$ cat config.mk
export PLATFORM = sky130hd
export DESIGN_NAME = sector_result_status
export DESIGN_NICKNAME = d
export VERILOG_FILES = /design/src/rtl/srs_pkg.sv /design/src/rtl/srs_classify.sv /design/src/rtl/srs_hold.sv /design/src/rtl/sector_result_status.sv
export SDC_FILE = /design/constraint.sdc
export NUM_CORES = 1
export LEC_CHECK = 0
export ABC_AREA = 0
export CORE_AREA = 8 8 45 47
export DETAILED_ROUTE_END_ITERATION = 10
export DIE_AREA = 0 0 53 55
export PLACE_DENSITY = 0.73
export SYNTH_ARGS = -nofsm -noshare
export SYNTH_HDL_FRONTEND = slang
export SYNTH_HIERARCHICAL = 1
export SYNTH_SLANG_ARGS = --single-unit
$ cat constraint.sdc
create_clock -name clk -period 1.4 [get_ports clk]
set_input_delay 0.28 -clock clk [delete_from_list [all_inputs] [get_ports clk]]
set_output_delay 0.28 -clock clk [all_outputs]
set_load 0.03 [all_outputs]
$ cat src/rtl/srs_pkg.sv
package srs_pkg;

  localparam int unsigned STAT_W = 8;

  // Bit positions decoded by the result-phase logic
  localparam int unsigned B_CTL  = 6;
  localparam int unsigned B_DERR = 5;
  localparam int unsigned B_WTRK = 4;
  localparam int unsigned B_BTRK = 1;
  localparam int unsigned B_MISS = 0;

  typedef struct packed {
    logic ctl;
    logic derr;
    logic wtrk;
    logic btrk;
    logic miss;
  } flags_t;

  localparam flags_t FLAGS_CLEAR = '{ctl: 1'b0, derr: 1'b0, wtrk: 1'b0, btrk: 1'b0, miss: 1'b0};

  // Mark kind disagrees with command kind
  function automatic logic kind_conflict(input logic want_deleted, input logic got_deleted);
    return want_deleted ^ got_deleted;
  endfunction

  // Lay the flags out on the status byte; unused bits stay zero
  function automatic logic [STAT_W-1:0] pack_status(input flags_t f);
    logic [STAT_W-1:0] b;
    b         = '0;
    b[B_CTL]  = f.ctl;
    b[B_DERR] = f.derr;
    b[B_WTRK] = f.wtrk;
    b[B_BTRK] = f.btrk;
    b[B_MISS] = f.miss;
    return b;
  endfunction

endpackage

$ cat src/rtl/srs_classify.sv
module srs_classify
  import srs_pkg::*;
#(
  parameter int unsigned TRACK_W = 8
) (
  input  logic               cmd_deleted,
  input  logic               mark_found,
  input  logic               mark_deleted,
  input  logic               crc_err,
  input  logic [TRACK_W-1:0] id_track,
  input  logic [TRACK_W-1:0] cur_track,
  output flags_t             flags
);

  localparam logic [TRACK_W-1:0] BAD_TRACK = {TRACK_W{1'b1}};

  logic trk_differs;
  logic id_is_bad;
  logic mark_conflict;

  assign trk_differs   = (id_track != cur_track);
  assign id_is_bad     = (id_track == BAD_TRACK);
  assign mark_conflict = kind_conflict(cmd_deleted, mark_deleted);

  always_comb begin
    flags      = FLAGS_CLEAR;
    flags.miss = ~mark_found;
    flags.wtrk = trk_differs;
    flags.btrk = trk_differs & id_is_bad;
    // Without a data field there is nothing to judge
    flags.ctl  = mark_found & mark_conflict;
    flags.derr = mark_found & crc_err;
  end

endmodule

$ cat src/rtl/srs_hold.sv
module srs_hold
  import srs_pkg::*;
(
  input  logic              clk,
  input  logic              rst_n,
  input  logic              clear,
  input  logic              capture,
  input  flags_t            flags_in,
  output logic [STAT_W-1:0] status
);

  flags_t held;

  always_ff @(posedge clk) begin
    if (!rst_n)       held <= FLAGS_CLEAR;
    else if (clear)   held <= FLAGS_CLEAR;
    else if (capture) held <= flags_in;
  end

  assign status = pack_status(held);

endmodule

$ cat src/rtl/sector_result_status.sv
module sector_result_status
  import srs_pkg::*;
#(
  parameter int unsigned TRACK_W = 8
) (
  input  logic               clk,
  input  logic               rst_n,
  input  logic               cmd_start,
  input  logic               cmd_done,
  input  logic               cmd_deleted,
  input  logic               mark_found,
  input  logic               mark_deleted,
  input  logic               crc_err,
  input  logic [TRACK_W-1:0] id_track,
  input  logic [TRACK_W-1:0] cur_track,
  output logic [7:0]         status
);

  flags_t next_flags;
  logic   capture_evt;
  logic   clear_evt;

  // Start takes precedence over done
  assign clear_evt   = cmd_start;
  assign capture_evt = cmd_done & ~cmd_start;

  srs_classify #(.TRACK_W(TRACK_W)) u_classify (
    .cmd_deleted (cmd_deleted),
    .mark_found  (mark_found),
    .mark_deleted(mark_deleted),
    .crc_err     (crc_err),
    .id_track    (id_track),
    .cur_track   (cur_track),
    .flags       (next_flags)
  );

  srs_hold u_hold (
    .clk     (clk),
    .rst_n   (rst_n),
    .clear   (clear_evt),
    .capture (capture_evt),
    .flags_in(next_flags),
    .status  (status)
  );

endmodule

==> flow_summary.ini <==
[clocking]
tritoncts = built
insertion_delay_ns = 0.23
clk_pin_slew_ns = 0.04
numClockSinks = 5
hold_buffers = 0
cts_buffers = 3
cts.htree.levels = 1
cts-root-buf = clkbuf_4
cts_max_path_buffers = 2

[cells_and_area]
diodes = 0
nets = 98
drive_above_1_share = 0.1233
syn_to_final_growth_pct = 88.33
largest_reg_flops = 5

[synth]
netlist_instances = 41
avgSynthCellArea_um2 = 9.155
yosysSeqAreaShare = 0.2667
synth_top_family_by_area = simple AND/OR/NAND/NOR gates
synthSimpleGateAreaFrac = 0.2400
synth-adder-area-share = 0
yosys_warnings = 6
synthesis.area_um2 = 375.4
yosys.area.top_type_share = 0.2667
synth_ff_type = dfxtp_1
synth_compound_area_frac = 0.02000
synth_edf_count = 0
ys_seq_elements = 5
synthMuxAreaShare = 0.1333
synth_top_area_cell = dfxtp_1
synthArstFlopShare = 0
synth_cell_types = 16
synth.area.top_cells = dfxtp_1 27%, xor2_1 19%, mux2i_1 13%
synth_xor_area_frac = 0.2100

[grt]
grt_max_degree = 6
grt_overflow = 0
first_global_vias = 429
grt_pass1_wl_um = 1690
track_usage = 0.07642
antenna_found_initial = 0

[sta]
hold_violations = 0
min_period_ns = 1.302
max_freq_ghz = 0.7679
finClkSkew_ns = 0
setup_violations = 0
drv_slew = 0
fin_ws_ns = 0.09772
fin_crit_sh = 0.9302
rsz0062_at_grt = false

[worst_setup_path]
cp-end-kind = flip-flop
path_class = primary input to flip-flop
start_kind = primary input
critPathArrivalTime_ns = 1.42
r2r_slack_ns = 0.79
crit_path_max_fanout = 2
critPathRequiredTime_ns = 1.52

[detailed_routing]
wire_per_inst_um = 11.83
vias = 370
vias_per_cell = 4.157
drtIter0Drc = 1
wirelength_um = 1053
ant_nets = 0
drcViolationCount = 0
first_pass_iters = 3

[floorplanning]
initial_utilization = 0.2712
ios = 32
dieArea_um2 = 2915
die_x_um = 53
rows = 14
coreArea_um2 = 1384
die_h_um = 55

[outcome]
status = completed

[placement]
port_buffers = 28
hpwl_um = 892.1
pre_cts_ws_ns = -0.2396
gp_congestion = 0.7614

[worst_hold_path]
holdCritPathClass = flip-flop to flip-flop

[pwr]
ir_drop_mv = 0.2587
seqPwrFrac = 0.325
switching_power_uw = 114.5
p_leak_uw = 0.0003736
power_uw = 451.0
pwr_density_cell_nw_per_um2 = 638.0
swShare = 0.2539
combPwrFrac = 0.313
power.share.clock = 0.362
p_int_uw = 336.5

[job]
drv_cap = 0
[area by class of cell]
class / instances / area [um2]
tap: 16 / 20.02
sequential: 5 / 100.1
timing repair buffer: 31 / 319.1
inverter: 1 / 3.754
clock buffer: 4 / 26.28
fill: 138 / 676.9
multi-input combinational: 32 / 237.7
[cell usage in the layout (no fill, tap or decap)]
cell type and n:
and2_1 1, clkbuf_1 1, nor2_1 6, a211oi_1 1
nand2b_1 1, buf_4 3, clkdlybuf4s50_1 14, mux2i_1 5
nand4_1 2, conb_1 3, xor2_1 8, dlymetal6s2s_1 9
nand2_1 1, nor2b_4 1, xnor2_1 1, inv_1 1
nor4_2 2, clkbuf_4 3, dfxtp_1 5, dlygate4sd2_1 5
[path summary, 6_finish.rpt]
check	start	to	cells after the start
setup / recovery	id_track[3]	u_hold/status[1]$_SDFFE_PP0P_	6
hold / removal	u_hold/status[5]$_SDFFE_PP0P_	u_hold/status[5]$_SDFFE_PP0P_	2
setup reg to reg	u_hold/status[0]$_SDFFE_PP0P_	u_hold/status[0]$_SDFFE_PP0P_	2
hold reg to reg	u_hold/status[5]$_SDFFE_PP0P_	u_hold/status[5]$_SDFFE_PP0P_	2
[power by group through the flow]
stage	registers, uW	logic, uW	clock network, uW
3_5_place_dp	149	147	0
3_3_place_gp	149	145	0
4_1_cts	147	146	174
5_1_grt	147	153	183
2_1_floorplan	154	63.0	0
6_report	147	141	163
[critical path, stage by stage]
cell             delay [ns]
clkdlybuf4s50_1        0.44
xor2_1                 0.16
nor4_2                 0.24
a211oi_1               0.11
mux2i_1                0.14
nor2_1                 0.05
[synthesized netlist by cell type, drive strengths merged (2+ instances only)]
cell	number
nor4	2
nand4	2
nor2	6
mux2i	5
dfxtp	5
buf	5
xor2	8
[per-stage QoR]
| stage | utilization | instance area (um2) | std cells | hold WS (ns) | TNS (ns) |
|---|---|---|---|---|---|
| after floorplan | - | 382.9 | 43 | 0.4863 | 0 |
| after global placement | 0.4801 | 664.4 | 85 | 0.4724 | -0.4224 |
| after detailed placement | 0.4801 | 664.4 | 85 | 0.4858 | -0.4585 |
| after CTS | 0.4946 | 684.4 | 89 | 0.4930 | 0 |
| after global routing | 0.5109 | 706.9 | 89 | 0.5033 | 0 |
| final | 0.5109 | 706.9 | 89 | 0.4863 | 0 |
[logic make-up (layout without fill, tap and decap cells)]
logic type / after synthesis / after routing
simple gates: 14 / 14
xor+xnor: 9 / 9
buf+inv: 6 / 36
mux: 5 / 5
flops: 5 / 5
other cells: 1 / 3
compound gates: 1 / 1
[routing by layer]
layer | track usage | part of all wire
met1 | 0.07576 | 0.41
met2 | 0.1230 | 0.46
met3 | 0.04011 | 0.12
met4 | 0.05172 | 0
met5 | 0 | 0
[what timing repair did]
item | CTS | global route
setup endpoints to repair | 5 | 2
cloned | 0 | 0
gates resized for setup | 5 | 9
buffers inserted | 0 | 0
pin swaps | 0 | 6
Note: power is estimated with default switching activity, not from simulation.
